File: src/rtl/uls_pkg.sv
package uls_pkg;

    // error tags kept beside every stored receive character
    typedef struct packed {
        logic brk;
        logic frm;
        logic par;
    } rx_tag_t;

    // status word, most significant field first (bit 7 down to bit 0)
    typedef struct packed {
        logic fifo_err;
        logic tx_idle;
        logic tx_empty;
        logic brk;
        logic frm;
        logic par;
        logic ovr;
        logic ready;
    } lsr_t;

endpackage

File: src/rtl/uls_rx_store.sv
module uls_rx_store
    import uls_pkg::*;
#(
    parameter int DEPTH = 16,
    parameter int DW    = 8
) (
    input  logic                         clk_i,
    input  logic                         rst_ni,
    input  logic                         fifo_en_i,
    input  logic                         push_i,
    input  logic                         pop_i,
    input  logic [DW-1:0]                wdata_i,
    input  rx_tag_t                      wtag_i,
    output logic [DW-1:0]                head_data_o,
    output rx_tag_t                      head_tag_o,
    output logic [$clog2(DEPTH+1)-1:0]   cnt_o,
    output logic                         any_err_o,
    output logic                         push_ok_o,
    output logic                         pop_ok_o,
    output logic                         overflow_o
);
    localparam int PW = $clog2(DEPTH);
    localparam int CW = $clog2(DEPTH + 1);

    typedef struct packed {
        logic [PW-1:0]    wr;
        logic [PW-1:0]    rd;
        logic [CW-1:0]    cnt;
        logic [DEPTH-1:0] err;
    } ctl_t;

    ctl_t          ctl_d, ctl_q;
    logic [CW-1:0] cap;
    logic          push_ok, pop_ok;
    logic [DW-1:0] dat_q [DEPTH];
    rx_tag_t       tag_q [DEPTH];

    function automatic logic [PW-1:0] nxt(input logic [PW-1:0] p);
        return (p == PW'(DEPTH - 1)) ? '0 : p + 1'b1;
    endfunction

    always_comb begin
        cap     = fifo_en_i ? CW'(DEPTH) : CW'(1);
        pop_ok  = pop_i && (ctl_q.cnt != '0);
        push_ok = push_i && ((ctl_q.cnt < cap) || pop_ok);
        ctl_d   = ctl_q;
        if (pop_ok) begin
            ctl_d.rd          = nxt(ctl_q.rd);
            ctl_d.err[ctl_q.rd] = 1'b0;
        end
        if (push_ok) begin
            ctl_d.wr          = nxt(ctl_q.wr);
            ctl_d.err[ctl_q.wr] = |wtag_i;
        end
        ctl_d.cnt = ctl_q.cnt + CW'(push_ok) - CW'(pop_ok);
    end

    always_ff @(posedge clk_i or negedge rst_ni) begin
        if (!rst_ni) ctl_q <= '0;
        else         ctl_q <= ctl_d;
    end

    for (genvar i = 0; i < DEPTH; i++) begin : g_slot
        always_ff @(posedge clk_i or negedge rst_ni) begin
            if (!rst_ni) begin
                dat_q[i] <= '0;
                tag_q[i] <= '0;
            end else if (push_ok && (ctl_q.wr == PW'(i))) begin
                dat_q[i] <= wdata_i;
                tag_q[i] <= wtag_i;
            end
        end
    end

    always_comb begin
        head_data_o = dat_q[ctl_q.rd];
        head_tag_o  = (ctl_q.cnt != '0) ? tag_q[ctl_q.rd] : '0;
        cnt_o       = ctl_q.cnt;
        any_err_o   = |ctl_q.err;
        push_ok_o   = push_ok;
        pop_ok_o    = pop_ok;
        overflow_o  = push_i && !push_ok;
    end

endmodule

File: src/rtl/uls_flag_keeper.sv
module uls_flag_keeper (
    input  logic clk_i,
    input  logic rst_ni,
    input  logic overflow_i,
    input  logic pop_ok_i,
    input  logic rd_i,
    input  logic stored_i,
    output logic ovr_o,
    output logic head_ack_o
);
    typedef struct packed {
        logic ovr;
        logic ack;
    } flg_t;

    flg_t flg_d, flg_q;

    always_comb begin
        flg_d     = flg_q;
        // a new overrun wins over a clearing read in the same cycle
        flg_d.ovr = overflow_i || (flg_q.ovr && !rd_i);
        // the read hides the current head only; a pop exposes a fresh head
        flg_d.ack = stored_i && !pop_ok_i && (flg_q.ack || rd_i);
    end

    always_ff @(posedge clk_i or negedge rst_ni) begin
        if (!rst_ni) flg_q <= '0;
        else         flg_q <= flg_d;
    end

    assign ovr_o      = flg_q.ovr;
    assign head_ack_o = flg_q.ack;

endmodule

File: src/rtl/uls_tx_view.sv
module uls_tx_view #(
    parameter int TCW = 5
) (
    input  logic [TCW-1:0] level_i,
    input  logic           busy_i,
    output logic           empty_o,
    output logic           idle_o
);
    always_comb begin
        empty_o = (level_i == '0);
        idle_o  = empty_o && !busy_i;
    end
endmodule

File: src/rtl/uls_line_status.sv
module uls_line_status
    import uls_pkg::*;
#(
    parameter int DEPTH = 16,
    parameter int DW    = 8,
    parameter int NIER  = 4
) (
    input  logic                          clk_i,
    input  logic                          rst_ni,
    input  logic                          fifo_en_i,
    input  logic [NIER-1:0]               ier_i,
    input  logic                          rx_push_i,
    input  logic [DW-1:0]                 rx_data_i,
    input  logic                          rx_par_err_i,
    input  logic                          rx_frm_err_i,
    input  logic                          rx_brk_i,
    input  logic                          rx_pop_i,
    input  logic                          lsr_rd_i,
    input  logic [$clog2(DEPTH+1)-1:0]    tx_level_i,
    input  logic                          tx_shift_busy_i,
    output logic [7:0]                    lsr_o,
    output logic [DW-1:0]                 rx_head_o,
    output logic                          polled_o
);
    localparam int CW = $clog2(DEPTH + 1);

    rx_tag_t       in_tag, head_tag;
    logic [CW-1:0] rx_cnt;
    logic          any_err, push_ok, pop_ok, overflow;
    logic          ovr, head_ack, tx_empty, tx_idle;
    lsr_t          lsr;

    assign in_tag = '{brk: rx_brk_i, frm: rx_frm_err_i, par: rx_par_err_i};

    uls_rx_store #(.DEPTH(DEPTH), .DW(DW)) u_store (
        .clk_i       (clk_i),
        .rst_ni      (rst_ni),
        .fifo_en_i   (fifo_en_i),
        .push_i      (rx_push_i),
        .pop_i       (rx_pop_i),
        .wdata_i     (rx_data_i),
        .wtag_i      (in_tag),
        .head_data_o (rx_head_o),
        .head_tag_o  (head_tag),
        .cnt_o       (rx_cnt),
        .any_err_o   (any_err),
        .push_ok_o   (push_ok),
        .pop_ok_o    (pop_ok),
        .overflow_o  (overflow)
    );

    uls_flag_keeper u_flags (
        .clk_i      (clk_i),
        .rst_ni     (rst_ni),
        .overflow_i (overflow),
        .pop_ok_i   (pop_ok),
        .rd_i       (lsr_rd_i),
        .stored_i   (rx_cnt != '0),
        .ovr_o      (ovr),
        .head_ack_o (head_ack)
    );

    uls_tx_view #(.TCW(CW)) u_tx (
        .level_i (tx_level_i),
        .busy_i  (tx_shift_busy_i),
        .empty_o (tx_empty),
        .idle_o  (tx_idle)
    );

    always_comb begin
        lsr.ready    = (rx_cnt != '0);
        lsr.ovr      = ovr;
        lsr.par      = head_tag.par && !head_ack;
        lsr.frm      = head_tag.frm && !head_ack;
        lsr.brk      = head_tag.brk && !head_ack;
        lsr.tx_empty = tx_empty;
        lsr.tx_idle  = tx_idle;
        lsr.fifo_err = any_err;
        lsr_o        = lsr;
        polled_o     = fifo_en_i && (ier_i == '0);
    end

    logic unused_ok;
    assign unused_ok = push_ok;

endmodule

File: config.mk
export PLATFORM = sky130hd
export DESIGN_NAME = uls_line_status
export DESIGN_NICKNAME = d
export VERILOG_FILES = /design/src/rtl/uls_pkg.sv /design/src/rtl/uls_rx_store.sv /design/src/rtl/uls_flag_keeper.sv /design/src/rtl/uls_tx_view.sv /design/src/rtl/uls_line_status.sv
export SDC_FILE = /design/constraint.sdc
export NUM_CORES = 1
export LEC_CHECK = 0
export ABC_CLOCK_PERIOD_IN_PS = 3600
export CORE_ASPECT_RATIO = 1.25
export CORE_UTILIZATION = 25
export CTS_BUF_LIST = sky130_fd_sc_hd__clkbuf_8
export CTS_CLUSTER_DIAMETER = 200
export CTS_CLUSTER_SIZE = 20
export DETAILED_ROUTE_END_ITERATION = 6
export GPL_TIMING_DRIVEN = 0
export SLEW_MARGIN = 40
export SYNTH_ARGS = -nofsm -noshare
export SYNTH_HDL_FRONTEND = slang
export SYNTH_SLANG_ARGS = --single-unit
File: constraint.sdc
create_clock -name clk_i -period 3.6 [get_ports clk_i]
set_input_delay 0.72 -clock clk_i [delete_from_list [all_inputs] [get_ports clk_i]]
set_output_delay 0.72 -clock clk_i [all_outputs]
set_load 0.02 [all_outputs]
[Yosys cells after proc, flatten, opt, wreduce, memory -nomap -nowiden]
Index checks and enable logic that the tools add are counted.
Operators by class
  add/sub/neg operators: 4
  magnitude comparators: 6
  equality and inequality tests: 16
  mux-type cells: 17
  bitwise operators: 3
  reductions and logical operators: 43
Operators with widths (number)
  == test 4 bit, second input constant: 9
  binary-select mux 8 bit (select 4 bit): 1
  2-to-1 mux 16 bit: 2
  logical AND 1 bit: 29
  bitwise AND 16 bit: 1
  bitwise mux 16 bit: 1
  == test 4 x 3 -> 1 bit, second input constant: 4
  2-to-1 mux 8 bit: 2
  NOT 16 bit: 1
  OR reduction 16 bit: 1
  binary-select mux 3 bit (select 4 bit): 1
  less-than comparator 4 x 5 -> 1 bit, second input constant: 2
  2-to-1 mux 3 bit: 3
  adder 4 x 1 -> 4 bit, second input constant: 2
  demux 1 bit (select 4 bit): 2
  == test 4 x 2 -> 1 bit, second input constant: 2
  >= comparator 4 x 1 -> 1 bit, second input constant: 2
  logical NOT 4 bit: 2
  2-to-1 mux 4 bit: 2
  adder 5 x 1 -> 5 bit: 1
  >= comparator 5 bit, second input constant: 1
  logical NOT 1 bit: 5
  logical NOT 5 bit: 1
  less-than comparator 5 bit: 1
  8 further kinds: 11
Word-level totals
  bits in registers: 207
  input port bits: 27
  output and inout bits: 17
  word-level logic and storage cells: 159

[Longest topological paths before layout]
Gate-level depths: netlist (run 1).
  depth in word-level cells: 9
  mapped depth: 17
  mapped depth without buffers: 14

[Hierarchy]
From an unflattened synthesis (run 1), not the netlist that was laid out.
Unflattened totals
  cells, all modules: 656
  area total of the unflattened synthesis: 10059.6 um2
By module, submodules not included
  uls_rx_store: instances 1, cells each 635, area an instance 9877.0 um2
  uls_line_status: instances 1, cells each 12, area an instance 80.1 um2
  uls_flag_keeper: instances 1, cells each 6, area an instance 77.6 um2
  uls_tx_view: instances 1, cells each 3, area an instance 25.0 um2

[Least setup slack after synthesis (run 1)]
OpenSTA, ideal clock, no wires.
  path type: input port to flip-flop
  start: input port fifo_en_i
  end: register u_store.ctl_q (netlist bit u_store.cnt_o[4])
  data arrival time: 3.050 ns
  required time: 3.477 ns
  slack: 0.427 ns
  stages on the path: 14
  buffers on the path: 0
  cell sequence: inv_1 -> ha_1 -> and3b_1 -> a221oi_4 -> nor2_4 -> nor2b_1 -> ha_1 -> inv_1 -> fa_1 -> nor2_1 -> nor2_1 -> nor2_1 -> nor2_1 -> xnor2_1
RTL lines
  start, declared: line uls_line_status.sv:10  | input logic fifo_en_i,
  end signal, assigned: line uls_rx_store.sv:60  | else ctl_q <= ctl_d;
  end, declared: line uls_rx_store.sv:32  | ctl_t ctl_d, ctl_q;

[Final worst setup path (run 1)]
  start: register u_store.ctl_q[21] in the netlist's numbering
  end: output port rx_head_o[7]
On the way
  word-level cells in the longest chain between the ends: 4
Ends and longest elaborated chain
  NOT 4 -> 5 bit (not written as such): line uls_rx_store.sv:76  | head_data_o = dat_q[ctl_q.rd];
  binary-select mux 8 bit (select 4 bit): line uls_rx_store.sv:76
  2-to-1 mux 8 bit (not written as such) (2 in series): line uls_rx_store.sv:76
  end, declared: line uls_line_status.sv:22  | output logic [DW-1:0] rx_head_o,
Every way passes these cells. The select of a mux whose other input is x is not followed.

==> flow_summary.ini, run 1 <==
[synth]
netlist_instances = 649
synth_top_area_share_pct = 50.6
async_reset_ff_share_pct = 100
synth-edff-count = 0
synth.area.top_cells = dfrtp_1 51%, mux2_2 13%, mux4_2 11%, mux2_4 9.4%, ha_1 2.1%
syn_nets = 694
yosysTopAreaCell = dfrtp_1
ys_warn_count = 0
syn_area_sq_mm = 0.0102
synth_common_cells = 207 x dfrtp_1, 114 x mux2_2, 64 x mux2_4
yosysMostFrequentCell = dfrtp_1
seq_area_frac_synth_pct = 50.6
synth_cell_types = 43
syn_avg_cell_area_sq_um = 15.8
dominantRegCellSynth = dfrtp_1
ys_seq_elements = 207

[layout]
num-fill-cells = 4069
utilization_pct = 29.2
layoutNonFillerInstCount = 1258
layout-drive-gt1-share_pct = 42.8
final_cell_area_sq_mm = 0.0118
diodes = 0
fin_nets = 757
syn2layout_area_growth_pct = 14.8
regArea_sq_mm = 0.00518
multiInputGateArea_sq_mm = 0.00468

[placement]
hpwl_mm = 16.6
io_buffer_count = 42
placed_area_sq_mm = 0.0114
post-place-ws_ns = -0.440
gp_congestion = 0.781
dp_cells = 1240

[detailed_routing]
wl_per_cell_um = 19.6
ant_nets = 0
vias_per_cell = 4.53
routed_wl_mm = 24.6
vias = 5701
drtIter0Drc = 312
post-route-drc-count = 0
first_pass_iters = 4

[floorplanning]
core_area_sq_mm = 0.0402
die_y_um = 228
die_w_um = 183
dieArea_sq_mm = 0.0418
initial_core_util_pct = 25.5
rows = 82
num_io_pins = 44

[setup_path]
cp_data_arrival_time_ns = 2.79
critPathMaxStageDelay_ns = 0.54
crit_path_start_kind = register
crit_family = multiplexers
reg2reg_depth = 17
worstSetupEndpointType = output port
critPathKind = register to output port
r2r-start = u_store.cnt_o[2]
rrSetupSlack_ns = 0.38
worstPathRequired_ns = 2.88
rr_endpoint = u_store.cnt_o[4]
crit_buf_inv = 3
critical_path.cell_chain = buf_12 > buf_12 > mux4_2 > mux4_2 > dlygate4sd2_1
worstPathMaxFanout = 10
crit_path_top_delay_cell = mux4_2

[run_status]
status = finished clean

[timing]
slew_headroom_pct = 47.9
fin_tns_setup_ns = 0
max_slew.worst_pin.slew_ns = 0.776
hold_violations = 0
worst_slack_ns = 0.0889
skew_ns = 0.0361
max_freq_ghz = 0.285
min_period_ns = 3.51
setup-violations-final = 0
whs_ns = 0.0500
post-route-period-util_pct = 97.5
maxSlewViolCount = 0
rsz0062_at_grt = false

[clock_tree]
clock-root-buffer = clkbuf_8
cts_buffers = 14
cts.sinks = 207
clkLatencyLatePin_ns = 0.52
clockBufferDepth = 3
clk_pin_slew_ns = 0.13
htreeDepth = 1
cts_tree = built

[global_routing]
grt_max_degree = 66
grt_pass1_wl_mm = 38.9
grt_pass1_vias = 6255
antenna_found_initial = 0
overflow = 0
grt.total_usage_pct = 12.2

[pwr]
power.density_mw_per_mm2 = 815
p_leak_nw = 5.14
power_mw = 9.58
peakVddDrop_mv = 0.230

[hold_path]
min_path_type = input port to async pin

[job]
drv_cap = 0
## sequential cells by signal, summed over array words and instances, names as in the netlist
| signal | cells |
|---|---|
| u_store.dat_q | 128 |
| u_store.cnt_o | 5 |
| u_store.ctl_q | 24 |
| u_flags.ovr_o | 1 |
| u_flags.head_ack_o | 1 |
| u_store.tag_q | 48 |
## worst reg2reg max path: cells and delay by family, from the launching register on
kind	cells	cell delay [ns]
xor+xnor	1	0.12
flops	1	0.41
fa+ha+maj	4	0.99
simple gates	6	0.72
buf+inv	6	0.90
## layout make-up
| cell class | count | area share (%) |
|---|---|---|
| Sequential cell | 207 | 44.1 |
| Clock buffer | 15 | 1.76 |
| Clock inverter | 1 | 0.138 |
| Buffer | 53 | 3.62 |
| Inverter | 15 | 0.479 |
| Timing Repair Buffer | 47 | 4.33 |
| Multi-Input combinational cell | 374 | 39.8 |
| Tap cell | 546 | 5.81 |
## metal layers
metal | track usage [%] | routed length [um] | vias up
met3 | 1.87 | 1180 | 34
met2 | 20.5 | 12300 | 119
li1 | - | - | 2522
met1 | 15.9 | 10400 | 3026
met5 | 0 | 0 | -
met4 | 3.80 | 682 | 0
## cells by family (layout without fill, tap and decap cells)
logic type      Yosys count  in the layout  synth area share, %
xor+xnor                  7              7                0.599
flops                   207            207                 50.6
fa+ha+maj                18             18                 2.27
buf+inv                  68            131                 3.72
mux                     240            240                 34.3
simple gates             55             55                 3.35
compound gates           54             54                 5.11
## power by group
group	total (mW)	switching (mW)	internal [mW]
Combinational	4.49	2.00	2.49
Clock	1.14	0.753	0.389
Sequential	3.95	0.582	3.37
Total	9.58	3.34	6.24
## how the worst max path moves through the flow
stage,end,from,cells past startpoint
finish,rx_head_o[7],u_store.ctl_q[21],5
CTS,rx_head_o[7],u_store.ctl_q[21],5
detailed placement,u_store.cnt_o[4],fifo_en_i,15
global route,lsr_o[2],u_store.ctl_q[21],7
floorplan,u_store.cnt_o[4],fifo_en_i,14
global placement,u_store.tag_q[10],rst_ni,1
## layout by cell type (no fill, tap or decap), types with 6 or more instances in the layout
cell	count
dfrtp_1	207
o211ai_1	9
ha_1	17
clkbuf_8	17
buf_2	6
clkbuf_1	15
mux2_2	114
o21ai_0	21
mux2i_1	10
inv_1	15
nand2_1	14
buf_6	9
mux2_4	64
mux4_2	52
clkdlybuf4s50_1	30
buf_4	12
nor2_1	12
dlygate4sd2_1	11
o2111ai_4	8
## repair_timing
item / CTS / global route
buffers inserted: 0 / 2
hold buffers: 0 / 0
resized for setup: 34 / 5
pin swaps: 0 / 1
setup endpoints to repair: 11 / 11
No activity file was read; power rests on OpenSTA's default activity.
==> run 2, diff against run 1 <==
Settings changed: ABC_CLOCK_PERIOD_IN_PS 3600 to default.
==> results of run 2 <==
Same layout as run 1: the final DEF is identical, and so are final timing and power.
==> run 3, diff against run 2 <==
Settings changed: ABC_AREA from default to 1, RECOVER_POWER from default to 100, SKIP_LAST_GASP from default to 1.
==> flow_summary.ini, run 3 <==
[setup_path]
rrSetupSlack_ns = 0.22
r2r-start = u_store.cnt_o[3]
critPathKind = register to output port
cp_data_arrival_time_ns = 2.93
rr_endpoint = u_store.cnt_o[4]
worstSetupEndpointType = output port
worstPathMaxFanout = 10
worstPathRequired_ns = 2.88
reg2reg_depth = 16
crit_path_start_kind = register

[synth]
yosysTopAreaCell = dfrtp_1
synth_common_cells = 617 x nand2_1, 207 x dfrtp_1, 188 x nand4_1
yosysMostFrequentCell = nand2_1
synth_cell_types = 31
seq_area_frac_synth_pct = 44.6
synth_top_area_share_pct = 44.6
synth-edff-count = 0
syn_nets = 1631
async_reset_ff_share_pct = 100
netlist_instances = 1586
synth.area.top_cells = dfrtp_1 45%, nand2_1 20%, nand4_1 10%, nor2_1 4.8%, o21ai_0 3.4%
dominantRegCellSynth = dfrtp_1
syn_avg_cell_area_sq_um = 7.32
syn_area_sq_mm = 0.0116
ys_seq_elements = 207
ys_warn_count = 0

[timing]
whs_ns = 0.472
max_freq_ghz = 0.274
min_period_ns = 3.65
setup-violations-final = 1
post-route-period-util_pct = 101
skew_ns = 0.0330
slew_headroom_pct = -64.6
worst_slack_ns = -0.0473
maxSlewViolCount = 43
hold_violations = 0
rsz0062_at_grt = true
max_slew.worst_pin.slew_ns = 2.47
fin_tns_setup_ns = -0.0473

[clock_tree]
cts_setup_buffers = 0
clockBufferDepth = 3
clkLatencyLatePin_ns = 0.53
cts_tree = built
cts.sinks = 207
clock-root-buffer = clkbuf_8
htreeDepth = 1
clk_pin_slew_ns = 0.13
cts_buffers = 14

[pwr]
power.density_mw_per_mm2 = 822
p_clk_share_pct = 11.2
p_seq_share_pct = 36.7
peakVddDrop_mv = 0.370
power_mw = 10.6
p_leak_nw = 6.69
p_sw_share_pct = 49.1
switching_power_mw = 5.19
p_int_mw = 5.38
pwr-share-comb_pct = 52.1

[placement]
gp_congestion = 0.975
io_buffer_count = 31
hpwl_mm = 29.5
dp_cells = 2198

[layout]
reg_top3 = u_store.dat_q: 128 flops, u_store.tag_q: 48 flops, u_store.ctl_q: 24 flops
regMostFlops = u_store.dat_q
fin_nets = 1680
num-fill-cells = 5043
layoutNonFillerInstCount = 2214
syn2layout_area_growth_pct = 10.8
largest_reg_flops = 128
layout_common_cells = 620 x nand2_1, 207 x dfrtp_1, 188 x nand4_1
layout-drive-gt1-share_pct = 7.16
layout_commonest_cell = nand2_1

[global_routing]
grt.total_usage_pct = 17.3
met1_usage_pct = 21.5
use_met2_pct = 29.1
grt_pass1_wl_mm = 63.5
grt_max_degree = 63
antenna_found_initial = 2
grt_pass1_vias = 10861
use_met3_pct = 2.21
top_usage_layer = met2
overflow = 0

[detailed_routing]
vias = 11036
wl_per_cell_um = 18.6
first_pass_iters = 5
ant_nets = 0
routed_wl_mm = 41.1
drtIter0Drc = 1058
vias_per_cell = 4.98
post-route-drc-count = 0

[floorplanning]
die_y_um = 243
core_area_sq_mm = 0.0455
initial_core_util_pct = 25.5
rows = 87
dieArea_sq_mm = 0.0473
die_w_um = 195
num_io_pins = 44

[run_status]
status = complete, but fails checks
violations = capacitance limit, slew limit, setup timing

[job]
drv_cap = 1

[hold_path]
worstHoldEndpoint = u_store.tag_q[34]
min_path_type = input port to register
hold_depth = 3
hp-start = rx_frm_err_i
-- run 3: final cells by class --
class                   count  area, sq um  share of cell area, %
multi-input cells        1154         5330                   41.4
clock buffers              15          206                   1.60
inverters                  82          308                   2.39
diodes                      1         2.50                 0.0195
flip-flops and latches    207         5180                   40.3
clock inverters             1         16.3                  0.126
plain buffers             142          754                   5.86
repair buffers             34          347                   2.69
well taps                 578          723                   5.62
-- run 3: cell families after synthesis --
logic type	synth area share [%]
AND/OR/NAND/NOR	39.5
buffers and inverters	9.52
flip-flops	44.6
adder cells (fa/ha/maj)	2.00
AO/OA/AOI/OAI	3.77
XOR/XNOR	0.603
-- run 3: per-layer routing --
layer / routed length, um / share of wire, %
met3: 2350 / 5.7
met1: 17100 / 42
met5: 22 / 0.053
met4: 2190 / 5.3
met2: 19500 / 47
-- run 3: worst max-delay path by stage --
| stage | start | to | cells after the start |
|---|---|---|---|
| after floorplan | fifo_en_i | u_store.cnt_o[4] | 14 |
| after global placement | rst_ni | u_store.dat_q[18] | 1 |
| after detailed placement | fifo_en_i | u_store.cnt_o[4] | 17 |
| after CTS | u_store.ctl_q[22] | rx_head_o[3] | 8 |
| after global routing | u_store.ctl_q[22] | lsr_o[4] | 10 |
| final | u_store.ctl_q[22] | lsr_o[4] | 10 |
-- run 3: power by group through the flow --
| stage | clock network (mW) | registers [mW] | logic (mW) |
|---|---|---|---|
| 2_1_floorplan | 0 | 3.72 | 3.65 |
| 3_3_place_gp | 0 | 3.89 | 5.47 |
| 3_5_place_dp | 0 | 3.91 | 5.55 |
| 4_1_cts | 1.20 | 3.86 | 5.59 |
| 5_1_grt | 1.28 | 3.99 | 6.08 |
| 6_report | 1.18 | 3.88 | 5.51 |
-- run 3: stage by stage --
stage	utilization (%)	setup slack, ns	area (sq um)
6_report	28.3	-0.0473	12900
5_1_grt	28.3	-0.189	12900
4_1_cts	28.6	-0.0590	13000
3_5_place_dp	28.0	-0.102	12700
3_3_place_gp	27.8	-7.35	12600
2_1_floorplan	-	0.798	11600
-- run 3: timing repair --
action | 4_1_cts | 5_1_grt
endpoints found under the setup margin | 11 | 7
gates resized for setup | 34 | 12
hold buffers | 0 | 0
-- run 3: critical path: stages (launching register included) --
cell             delay [ns]
dfrtp_1                0.43
buf_2                  0.22
inv_1                  0.09
buf_1                  0.43
nand3_1                0.14
nand2_1                0.10
nand2_1                0.08
nand2_1                0.09
nor2_1                 0.07
nor2_1                 0.12
clkdlybuf4s50_1        0.62
